<file path="config.mk">
export PLATFORM = sky130hd
export DESIGN_NAME = mdx_bank_demux
export DESIGN_NICKNAME = d
export VERILOG_FILES = /design/src/rtl/mdx_pkg.sv /design/src/rtl/mdx_delay_line.sv /design/src/rtl/mdx_phase_tap.sv /design/src/rtl/mdx_addr_capture.sv /design/src/rtl/mdx_write_capture.sv /design/src/rtl/mdx_status_split.sv /design/src/rtl/mdx_bank_demux.sv
export SDC_FILE = /design/constraint.sdc
export NUM_CORES = 1
export LEC_CHECK = 0
export ABC_CLOCK_PERIOD_IN_PS = 1200
export CAP_MARGIN = 20
export CORE_MARGIN = 8
export CORE_UTILIZATION = 35
export CTS_BUF_LIST = sky130_fd_sc_hd__clkbuf_2
export DETAILED_ROUTE_END_ITERATION = 10
export DONT_BUFFER_PORTS = 1
export PLACE_DENSITY_LB_ADDON = 0.2
export SYNTH_ARGS = -nofsm -noshare
export SYNTH_HDL_FRONTEND = slang
export SYNTH_SLANG_ARGS = --single-unit
export TNS_END_PERCENT = 20
</file>
<file path="constraint.sdc">
create_clock -name clk -period 1.2 [get_ports clk]
set_input_delay 0.3 -clock clk [delete_from_list [all_inputs] [get_ports clk]]
set_output_delay 0.3 -clock clk [all_outputs]
set_load 0.1 [all_outputs]
</file>
<file path="src/rtl/mdx_pkg.sv">
`timescale 1ns/1ps
package mdx_pkg;
  // Phase-2 transition seen in the fabric clock domain
  typedef enum logic [1:0] {
    EDGE_NONE = 2'd0,
    EDGE_RISE = 2'd1,
    EDGE_FALL = 2'd2
  } phase_edge_e;
endpackage

</file>
<file path="src/rtl/mdx_delay_line.sv">
`timescale 1ns/1ps
module mdx_delay_line #(
  parameter int W      = 1,
  parameter int STAGES = 2
) (
  input  logic         clk,
  input  logic         rst,
  input  logic [W-1:0] d,
  output logic [W-1:0] q
);
  logic [W-1:0] stage [STAGES];

  for (genvar g = 0; g < STAGES; g++) begin : g_stage
    if (g == 0) begin : g_first
      always_ff @(posedge clk) begin
        if (rst) stage[0] <= '0;
        else     stage[0] <= d;
      end
    end else begin : g_next
      always_ff @(posedge clk) begin
        if (rst) stage[g] <= '0;
        else     stage[g] <= stage[g-1];
      end
    end
  end

  assign q = stage[STAGES-1];
endmodule

</file>
<file path="src/rtl/mdx_phase_tap.sv">
`timescale 1ns/1ps
module mdx_phase_tap
  import mdx_pkg::*;
#(
  parameter int W       = 8,
  parameter int PHI_BIT = 7
) (
  input  logic         clk,
  input  logic         rst,
  input  logic [W-1:0] cur,
  output logic [W-1:0] prev,
  output phase_edge_e  edge_kind
);
  // Keep the sample from one clock earlier. At an edge this is the last
  // sample that belonged to the half that just ended.
  always_ff @(posedge clk) begin
    if (rst) prev <= '0;
    else     prev <= cur;
  end

  always_comb begin
    edge_kind = EDGE_NONE;
    if (cur[PHI_BIT] && !prev[PHI_BIT])      edge_kind = EDGE_RISE;
    else if (!cur[PHI_BIT] && prev[PHI_BIT]) edge_kind = EDGE_FALL;
  end
endmodule

</file>
<file path="src/rtl/mdx_addr_capture.sv">
`timescale 1ns/1ps
module mdx_addr_capture #(
  parameter int LO_W   = 16,
  parameter int BANK_W = 8
) (
  input  logic                   clk,
  input  logic                   rst,
  input  logic                   phase_low,
  input  logic                   bus_enabled,
  input  logic [LO_W-1:0]        lo,
  input  logic [BANK_W-1:0]      bank,
  output logic [LO_W+BANK_W-1:0] addr
);
  // Follows the lines while phase 2 is low (transparent) and holds from
  // the rising edge on, so the address stays put through the data half.
  always_ff @(posedge clk) begin
    if (rst)                           addr <= '0;
    else if (phase_low && bus_enabled) addr <= {bank, lo};
  end
endmodule

</file>
<file path="src/rtl/mdx_write_capture.sv">
`timescale 1ns/1ps
module mdx_write_capture
  import mdx_pkg::*;
#(
  parameter int DW = 8
) (
  input  logic          clk,
  input  logic          rst,
  input  phase_edge_e   edge_kind,
  input  logic          rw_prev,
  input  logic          be_cur,
  input  logic [DW-1:0] data_prev,
  output logic [DW-1:0] wdata,
  output logic          wvalid
);
  // cycle_ok is the AND of every bus-enable sample since the last fall.
  logic cycle_ok;

  always_ff @(posedge clk) begin
    if (rst) begin
      cycle_ok <= 1'b0;
      wvalid   <= 1'b0;
      wdata    <= '0;
    end else begin
      wvalid <= 1'b0;
      if (edge_kind == EDGE_FALL) begin
        cycle_ok <= be_cur;
        if (!rw_prev && cycle_ok) begin
          wvalid <= 1'b1;
          wdata  <= data_prev;
        end
      end else begin
        cycle_ok <= cycle_ok & be_cur;
      end
    end
  end
endmodule

</file>
<file path="src/rtl/mdx_status_split.sv">
`timescale 1ns/1ps
module mdx_status_split
  import mdx_pkg::*;
(
  input  logic        clk,
  input  logic        rst,
  input  phase_edge_e edge_kind,
  input  logic        pin_prev,
  output logic        m_flag,
  output logic        x_flag
);
  always_ff @(posedge clk) begin
    if (rst) begin
      m_flag <= 1'b1;
      x_flag <= 1'b1;
    end else begin
      unique case (edge_kind)
        EDGE_FALL: m_flag <= pin_prev;
        EDGE_RISE: x_flag <= pin_prev;
        default: ;
      endcase
    end
  end
endmodule

</file>
<file path="src/rtl/mdx_bank_demux.sv">
`timescale 1ns/1ps
module mdx_bank_demux
  import mdx_pkg::*;
#(
  parameter int LO_W        = 16,
  parameter int BANK_W      = 8,
  parameter int SYNC_STAGES = 2
) (
  input  logic                   clk,
  input  logic                   rst,
  input  logic                   phi2_i,
  input  logic [LO_W-1:0]        alo_i,
  input  logic [BANK_W-1:0]      mbus_i,
  input  logic                   rw_i,
  input  logic                   be_i,
  input  logic                   mx_i,
  output logic [LO_W+BANK_W-1:0] addr_o,
  output logic [BANK_W-1:0]      wdata_o,
  output logic                   wvalid_o,
  output logic                   m_o,
  output logic                   x_o
);
  // Sample vector layout: {phi2, be, rw, mx, alo, bus}
  localparam int IN_W    = 4 + LO_W + BANK_W;
  localparam int ALO_LSB = BANK_W;
  localparam int MX_BIT  = BANK_W + LO_W;
  localparam int RW_BIT  = MX_BIT + 1;
  localparam int BE_BIT  = MX_BIT + 2;
  localparam int PHI_BIT = MX_BIT + 3;

  logic [IN_W-1:0] raw_vec;
  logic [IN_W-1:0] cur_vec;
  logic [IN_W-1:0] prev_vec;
  phase_edge_e     edge_kind;

  logic phi2_d;
  logic be_d;
  logic rw_q;

  assign raw_vec = {phi2_i, be_i, rw_i, mx_i, alo_i, mbus_i};

  // One common line: synchronizer for bus-enable, alignment for the rest
  mdx_delay_line #(.W(IN_W), .STAGES(SYNC_STAGES)) u_sync (
    .clk (clk),
    .rst (rst),
    .d   (raw_vec),
    .q   (cur_vec)
  );

  mdx_phase_tap #(.W(IN_W), .PHI_BIT(PHI_BIT)) u_tap (
    .clk       (clk),
    .rst       (rst),
    .cur       (cur_vec),
    .prev      (prev_vec),
    .edge_kind (edge_kind)
  );

  assign phi2_d = cur_vec[PHI_BIT];
  assign be_d   = cur_vec[BE_BIT];
  assign rw_q   = prev_vec[RW_BIT];

  mdx_addr_capture #(.LO_W(LO_W), .BANK_W(BANK_W)) u_addr (
    .clk         (clk),
    .rst         (rst),
    .phase_low   (!phi2_d),
    .bus_enabled (be_d),
    .lo          (cur_vec[ALO_LSB +: LO_W]),
    .bank        (cur_vec[BANK_W-1:0]),
    .addr        (addr_o)
  );

  mdx_write_capture #(.DW(BANK_W)) u_wr (
    .clk       (clk),
    .rst       (rst),
    .edge_kind (edge_kind),
    .rw_prev   (rw_q),
    .be_cur    (be_d),
    .data_prev (prev_vec[BANK_W-1:0]),
    .wdata     (wdata_o),
    .wvalid    (wvalid_o)
  );

  mdx_status_split u_stat (
    .clk       (clk),
    .rst       (rst),
    .edge_kind (edge_kind),
    .pin_prev  (prev_vec[MX_BIT]),
    .m_flag    (m_o),
    .x_flag    (x_o)
  );
endmodule

</file>
==> impl_metrics.yaml, run 1 <==
status:
  status: "complete, but fails checks"
  violations: "negative setup slack"
clock_tree:
  clkTransAtPathRegs_ps: 290
  htree_levels: 3
  cts.sinks: 103
  cts-root-buf: "clkbuf_2"
  clock_tree.buffer_depth: 2
  cts_tree: "done"
  cts_buffers: 9
  clk_latency_ps: 550
run:
  max-cap-violations: 0
timing:
  worst_pin_slew_ps: 293
  fmax_ghz: 0.690
  drv_slew: 0
  fin_crit_sh_pct: 121
  setup_ws_ps: -250
  min_period_ps: 1450
  rsz0062_at_grt: "true"
  slew_headroom_pct: 80.4
  finalSetupViolCount: 35
  fin_skew_ps: 24.5
  finalHoldViolCount: 0
cells_and_area:
  final_util_pct: 53.4
  antennaDiodeCount: 0
  nFillCells: 758
  final_cell_mix: "nor2b_1 (70), dfxtp_1 (67), nand2_1 (64)"
  fin_area_um2: 4610
  drive_gt1_share_pct: 24.6
  areaGrowthSynthToFinish_pct: 49.1
  nets: 419
  final_common_cell: "nor2b_1"
setup_path:
  worstReg2RegStart: "u_sync.stage[1][27]$_SDFF_PP0_"
  critPathTopFamily: "flip-flops"
  worstPathRequired_ps: 900
  crit_chain: "buf_12"
  max_stage_delay_ps: 420
  worstPathMaxFanout: 2
  cp-start-kind: "flip-flop"
  cp-end-kind: "output port"
  r2r_end: "u_tap.prev[27]$_SDFF_PP0_"
  worstSetupStartpoint: "u_addr.addr[11]$_SDFFE_PP0P_"
  crit_cells: 1
  reg2reg_slack_ps: 50
  critPathBufInv: 1
  slowest_stage: "dfxtp_2"
  critical_path_class: "reg -> out"
  r2r_cells: 2
  worstPathArrival_ps: 1150
floorplan:
  start_util_pct: 35.8
  dieWidth_um: 110
  ioPinCount: 65
  core_um2: 8640
  die_h_um: 110
  die_area_um2: 12100
  row_count: 34
logic_synthesis:
  syn-cell-area_um2: 3090
  synth-edff-count: 0
  seq_area_frac_synth_pct: 66.7
  avgSynthCellArea_um2: 10.4
  syn-num-nets: 328
  synth.distinct_cells: 16
  synth-seq-cells: 103
  ys_async_sr_fraction_pct: 0
  synth_warnings: 0
  syn_inst: 298
  synth_flop_cell: "dfxtp_1"
placement:
  portBuffers: 0
  post-dp-hpwl_um: 3560
  gp_congestion: 0.668
  placed_area_um2: 3890
pwr:
  power.density_nw_per_um2: 1180
  ir_worst_vdd_uv: 650
  power_leakage_uw: 0.00183
  power_uw: 5430
global_route:
  grtUsageTotal_pct: 10.1
  grt_max_degree: 53
  antenna_found_initial: 0
  grt_overflow: 0
  grt_pass1_vias: 2041
  grt_pass1_wl_um: 9400
detailed_routing:
  routed_wl_um: 5750
  drtIter0Drc: 39
  via_per_inst: 4.19
  wl_per_cell_um: 11.4
  antenna_left: 0
  met3RoutedLength_um: 424
  top_layer: "met4"
  num_vias: 2103
  wirelength_met1_um: 2400
  drc: 0
  wl_met2_um: 2820
  first_pass_iters: 4
min_path:
  hold_start: "rst"
  min_delay_path_depth: 2
  hold_path_class: "in -> reg"
  hold_end: "u_sync.stage[0][14]$_SDFF_PP0_"
-- flip-flops by register name (all words and copies together) (netlist names) --
register / count
u_addr.addr: 24
u_stat.m_flag: 1
u_stat.x_flag: 1
u_sync.stage: 56
u_tap.prev: 11
u_wr.cycle_ok: 1
u_wr.wdata: 8
u_wr.wvalid: 1
-- Yosys cell counts (2+ instances only) --
cell type | n | area [um^2]
a211o_1 | 2 | 17.5
buf_6 | 2 | 22.5
buf_2 | 9 | 45.0
dfxtp_1 | 103 | 2060
nor2_1 | 2 | 7.51
clkbuf_1 | 4 | 15.0
nor2b_1 | 71 | 444
nand2_1 | 64 | 240
a21oi_1 | 31 | 155
buf_4 | 4 | 30.0
-- cells by family after synthesis --
kind of cell	Yosys count	share of synthesized area, %
AND/OR/NAND/NOR	142	23.8
flip-flops	103	66.7
buffers and inverters	19	3.64
AO/OA/AOI/OAI	34	5.87
-- per-layer routing --
metal / GRT usage [%] / vias to the layer above
met2: 16.4 / 43
li1: - / 1111
met4: 5.21 / 0
met3: 3.60 / 10
met1: 11.5 / 939
met5: 0 / -
-- metrics by stage --
step	setup WS [ps]	hold WS, ps	std cells	TNS (ps)
after global placement	145	373	428	0
after floorplan	-42.1	410	298	-1400
after global routing	-337	245	502	-10420
after CTS	-307	254	502	-9570
after detailed placement	118	376	428	0
final	-250	311	502	-7440
-- how the worst max path moves through the flow --
stage / to / slack (ps)
after floorplan: u_addr.addr[0]$_SDFFE_PP0P_ / -40
after global placement: u_stat.x_flag$_SDFFE_PP1N_ / 150
after detailed placement: u_stat.x_flag$_SDFFE_PP1N_ / 120
after CTS: addr_o[11] / -310
after global routing: addr_o[11] / -340
final: addr_o[11] / -250
-- timing repair --
item,CTS,global route
pin swaps,0,0
gates resized for setup,22,2
setup buffers,1,0
hold buffers,57,0
endpoints found under the setup margin,35,53
endpoints found under the hold margin,103,0
-- final cells by class --
type	instances	area, um^2	share of cell area (%)
flip-flops and latches	103	2110	45.7
well taps	108	135	2.93
repair buffers	99	1350	29.2
clock buffers	9	45.0	0.977
clock inverters	7	55.1	1.19
multi-input cells	176	921	20.0
-- where the power goes --
group	switching, uW	internal [uW]
Combinational	187	230
Sequential	35.8	3540
Clock	1130	305
Total	1360	4070
No activity file was read; power rests on OpenSTA's default activity.
==> run 2, diff against run 1 <==
--- a/config.mk
+++ b/config.mk
@@ -12,7 +12,7 @@
 export CTS_BUF_LIST = sky130_fd_sc_hd__clkbuf_2
 export DETAILED_ROUTE_END_ITERATION = 10
 export DONT_BUFFER_PORTS = 1
-export PLACE_DENSITY_LB_ADDON = 0.2
+export PLACE_DENSITY_LB_ADDON = 0.1
 export SYNTH_ARGS = -nofsm -noshare
 export SYNTH_HDL_FRONTEND = slang
 export SYNTH_SLANG_ARGS = --single-unit
==> impl_metrics.yaml, run 2 (synthesis results as in run 1) <==
status:
  status: "complete, but fails checks"
  violations: "negative setup slack"
timing:
  worst_pin_slew_ps: 290
  min_period_ps: 1470
  fin_skew_ps: 30.7
  fin_crit_sh_pct: 122
  finalSetupViolCount: 35
  fin_setup_tns_ps: -8170
  rsz0062_at_grt: "true"
  finalHoldViolCount: 0
  setup_ws_ps: -268
  slew_headroom_pct: 80.7
  drv_slew: 0
  fmax_ghz: 0.681
pwr:
  clkPwrFrac_pct: 29.4
  p_sw_uw: 1380
  power_leakage_uw: 0.00185
  power_uw: 5670
  seqPwrFrac_pct: 63.1
  combPwrFrac_pct: 7.5
  intPower_uw: 4290
  power.density_nw_per_um2: 1210
  p_sw_share_pct: 24.4
  ir_worst_vdd_uv: 630
floorplan:
  core_um2: 8640
  die_area_um2: 12100
  start_util_pct: 35.8
  dieWidth_um: 110
  die_h_um: 110
  row_count: 34
  ioPinCount: 65
setup_path:
  cp-start-kind: "flip-flop"
  cp-end-kind: "output port"
  max_stage_delay_ps: 430
  worstPathMaxFanout: 2
  r2r_end: "u_tap.prev[4]$_SDFF_PP0_"
  critPathTopFamily: "flip-flops"
  worstPathArrival_ps: 1170
  slowest_stage: "dfxtp_2"
  worstReg2RegStart: "u_sync.stage[1][4]$_SDFF_PP0_"
  crit_chain: "buf_12"
  reg2reg_slack_ps: 80
  critical_path_class: "reg -> out"
  critPathBufInv: 1
  r2r_cells: 2
  worstPathRequired_ps: 900
cells_and_area:
  final_common_cell: "nor2b_1"
  ff_latch_area_um2: 2110
  drive_gt1_share_pct: 24.0
  fin_area_um2: 4670
  finalNonFillerCells: 505
  areaGrowthSynthToFinish_pct: 51.1
  reg_top3: "u_sync.stage: 56 flops, u_addr.addr: 24 flops, u_tap.prev: 11 flops"
  nets: 421
  multi_input_area_um2: 921
  nFillCells: 782
  final_cell_mix: "nor2b_1 (70), dfxtp_1 (67), nand2_1 (64)"
  largest_reg_flops: 56
  regMostFlops: "u_sync.stage"
clock_tree:
  cts_buffers: 9
  cts.sinks: 103
  clock_tree.buffer_depth: 2
  htree_levels: 3
  cts-root-buf: "clkbuf_2"
  clk_latency_ps: 560
  postCtsSetupRepairBufs: 0
  clkTransAtPathRegs_ps: 290
  cts_tree: "done"
min_path:
  hold_end: "u_sync.stage[0][15]$_SDFF_PP0_"
  min_delay_path_depth: 2
  hold_path_class: "in -> reg"
  hold_start: "rst"
detailed_routing:
  wl_per_cell_um: 11.7
  routed_wl_um: 5920
  first_pass_iters: 3
  num_vias: 2138
  drc: 0
  antenna_left: 0
  via_per_inst: 4.23
  drtIter0Drc: 90
global_route:
  grt_util_met1_pct: 11.1
  grt_overflow: 0
  grt_pass1_wl_um: 9410
  grt_util_met2_pct: 16.3
  grt_pass1_vias: 2017
  busiest_layer: "met2"
  use_met3_pct: 5.00
  grtUsageTotal_pct: 10.2
  antenna_found_initial: 2
  grt_max_degree: 53
placement:
  portBuffers: 0
  post-dp-hpwl_um: 3510
  gp_congestion: 0.667
  dp.cells: 427
  placed_area_um2: 3900
run:
  max-cap-violations: 0
## run 2: worst max-delay path by stage
stage,end,cells after the start,startpoint,slack (ps)
finish,addr_o[15],1,u_addr.addr[15]$_SDFFE_PP0P_,-270
global route,addr_o[15],1,u_addr.addr[15]$_SDFFE_PP0P_,-370
CTS,addr_o[6],1,u_addr.addr[6]$_SDFFE_PP0P_,-330
detailed placement,u_addr.addr[5]$_SDFFE_PP0P_,4,u_sync.stage[1][27]$_SDFF_PP0_,110
global placement,u_stat.x_flag$_SDFFE_PP1N_,3,u_sync.stage[1][27]$_SDFF_PP0_,170
floorplan,u_addr.addr[0]$_SDFFE_PP0P_,2,u_addr.addr[0]$_SDFFE_PP0P_,-40
## run 2: cell type report
cell class,count,area share [%]
multi-input combinational,176,19.7
clock buffer,9,0.964
sequential,103,45.1
clock inverter,7,1.66
antenna,1,0.0536
tap,108,2.89
timing repair buffer,101,29.6
## run 2: through the flow
stage | worst slack [ps] | hold WS, ps | util (%)
floorplan | -42.1 | 410 | -
global placement | 170 | 370 | 45.1
detailed placement | 109 | 370 | 45.1
CTS | -327 | 244 | 54.1
global route | -368 | 218 | 54.1
finish | -268 | 300 | 54.1
## run 2: power by group through the flow
stage | registers (uW) | logic [uW] | clock network (uW)
2_1_floorplan | 3720 | 155 | 0
3_3_place_gp | 3640 | 269 | 0
3_5_place_dp | 3640 | 270 | 0
4_1_cts | 3580 | 430 | 1730
5_1_grt | 3590 | 456 | 1870
6_report | 3580 | 425 | 1670
## run 2: repair_timing
action / 4_1_cts / 5_1_grt
hold buffers: 61 / 0
resized for setup: 22 / 1
setup endpoints to repair: 35 / 47
endpoints found under the hold margin: 103 / 0
## run 2: routing by layer
layer	wire, um	up-vias
met4	108	2
li1	-	1114
met3	525	10
met1	2500	968
met2	2770	44
met5	14	-
==> run 3, diff against run 2 <==
--- a/config.mk
+++ b/config.mk
@@ -5,7 +5,7 @@
 export SDC_FILE = /design/constraint.sdc
 export NUM_CORES = 1
 export LEC_CHECK = 0
-export ABC_CLOCK_PERIOD_IN_PS = 1200
+export ABC_CLOCK_PERIOD_IN_PS = 1700
 export CAP_MARGIN = 20
 export CORE_MARGIN = 8
 export CORE_UTILIZATION = 35
==> constraint.sdc (replaced) <==
create_clock -name clk -period 1.7 [get_ports clk]
set_input_delay 0.425 -clock clk [delete_from_list [all_inputs] [get_ports clk]]
set_output_delay 0.425 -clock clk [all_outputs]
set_load 0.1 [all_outputs]
==> impl_metrics.yaml, run 3 (synthesis results as in run 1) <==
timing:
  slew_headroom_pct: 74.0
  finalHoldViolCount: 0
  fin_crit_sh_pct: 94.6
  worst_pin_slew_ps: 388
  finalSetupViolCount: 0
  setup_ws_ps: 91.1
  fmax_ghz: 0.622
  drv_slew: 0
  min_period_ps: 1610
  whs_ps: 200
  fin_skew_ps: 39.1
placement:
  gp_congestion: 0.626
  post-dp-hpwl_um: 3400
  portBuffers: 0
  dp_slack_ps: 509
floorplan:
  die_h_um: 110
  start_util_pct: 35.8
  core_um2: 8640
  die_area_um2: 12100
  dieWidth_um: 110
  ioPinCount: 65
  row_count: 34
global_route:
  antenna_found_initial: 0
  grt_overflow: 0
  grt_max_degree: 78
  grt_pass1_wl_um: 9490
  grtUsageTotal_pct: 10.3
  grt_pass1_vias: 1953
detailed_routing:
  routed_wl_um: 5820
  drtIter0Drc: 67
  antenna_left: 0
  num_vias: 2010
  via_per_inst: 4.16
  drc: 0
  first_pass_iters: 4
  wl_per_cell_um: 12.0
cells_and_area:
  regMostFlops: "u_sync.stage"
  largest_reg_flops: 56
  ff_latch_area_um2: 2080
  drive_gt1_share_pct: 19.5
  final_common_cell: "dfxtp_1"
  nFillCells: 802
  multi_input_area_um2: 921
  final_cell_mix: "dfxtp_1 (87), nor2b_1 (70), nand2_1 (64)"
  nets: 400
  antennaDiodeCount: 0
  reg_top3: "u_sync.stage: 56 flops, u_addr.addr: 24 flops, u_tap.prev: 11 flops"
  areaGrowthSynthToFinish_pct: 35.6
clock_tree:
  cts-root-buf: "clkbuf_2"
  cts_tree: "done"
  clock_tree.buffer_depth: 2
  postCtsSetupRepairBufs: 0
  clk_latency_ps: 560
  htree_levels: 3
  clkTransAtPathRegs_ps: 290
  cts_buffers: 9
  cts.sinks: 103
setup_path:
  critPathBufInv: 1
  r2r_cells: 4
  slowest_stage: "dfxtp_1"
  worstPathArrival_ps: 1180
  r2r_end: "u_addr.addr[5]$_SDFFE_PP0P_"
  worstPathMaxFanout: 2
  crit_chain: "buf_4"
  cp-end-kind: "output port"
  critical_path_class: "reg -> out"
  crit_cells: 1
  reg2reg_slack_ps: 500
  max_stage_delay_ps: 360
  worstReg2RegStart: "u_sync.stage[1][27]$_SDFF_PP0_"
  critPathCapture: "addr_o[23]"
  critPathTopFamily: "flip-flops"
  cp-start-kind: "flip-flop"
  worstSetupStartpoint: "u_addr.addr[23]$_SDFFE_PP0P_"
  worstPathRequired_ps: 1270
min_path:
  hold_path_class: "in -> reg"
pwr:
  power_leakage_uw: 0.00165
  ir_worst_vdd_uv: 450
  power.density_nw_per_um2: 941
  power_uw: 3950
status:
  status: "finished clean"
run:
  max-cap-violations: 0
run 3: changes by cell type in the layout (fill, tap and decap cells not counted), sizes merged:
cell and delta:
buf -3, clkbuf +1, clkinv -1, clkinvlp +1
diode -1, dlygate4sd3 -18, inv -1
run 3: worst min-delay path by stage:
stage,start,end,slack (ps),cells past startpoint
2_1_floorplan,u_sync.stage[0][0]$_SDFF_PP0_,u_sync.stage[1][0]$_SDFF_PP0_,410,1
3_3_place_gp,u_sync.stage[1][25]$_SDFF_PP0_,u_tap.prev[25]$_SDFF_PP0_,420,1
3_5_place_dp,u_sync.stage[1][17]$_SDFF_PP0_,u_addr.addr[9]$_SDFFE_PP0P_,420,2
4_1_cts,rst,u_addr.addr[9]$_SDFFE_PP0P_,130,2
5_1_grt,rst,u_addr.addr[15]$_SDFFE_PP0P_,160,2
6_report,rst,u_addr.addr[9]$_SDFFE_PP0P_,200,2
run 3: layout make-up:
cell class                      count  share of cell area (%)
Clock inverter                      6                    1.64
Sequential cell                   103                    49.6
Clock buffer                       10                    1.19
Tap cell                          108                    3.22
Timing Repair Buffer               80                    22.3
Multi-Input combinational cell    176                    22.0
run 3: report_power, final:
part           total [uW]  internal (uW)  leakage [uW]  switching [uW]
combinational         268            131      0.000726             137
sequential           2520           2500      0.000852            22.1
clock                1160            357     0.0000729             802
run 3: per-stage QoR:
stage	instance area [um^2]	util, %	TNS [ps]	cells
after detailed placement	3410	39.5	0	424
after global placement	3410	39.5	0	424
after floorplan	3090	-	0	298
after CTS	4100	47.5	0	483
final	4190	48.6	0	483
after global routing	4190	48.6	-4.68	483
run 3: layer usage:
metal	track usage (%)	share of wire, %	up-vias
met3	4.53	8.7	13
met4	6.36	2.2	0
li1	-	-	1074
met2	15.5	45	45
met5	0	0	-
met1	11.8	44	878
run 3: timing repair:
item | CTS | global route
hold buffers | 43 | 0
hold endpoints to repair | 103 | 0
endpoints found under the setup margin | 25 | 23
resized for setup | 37 | 32
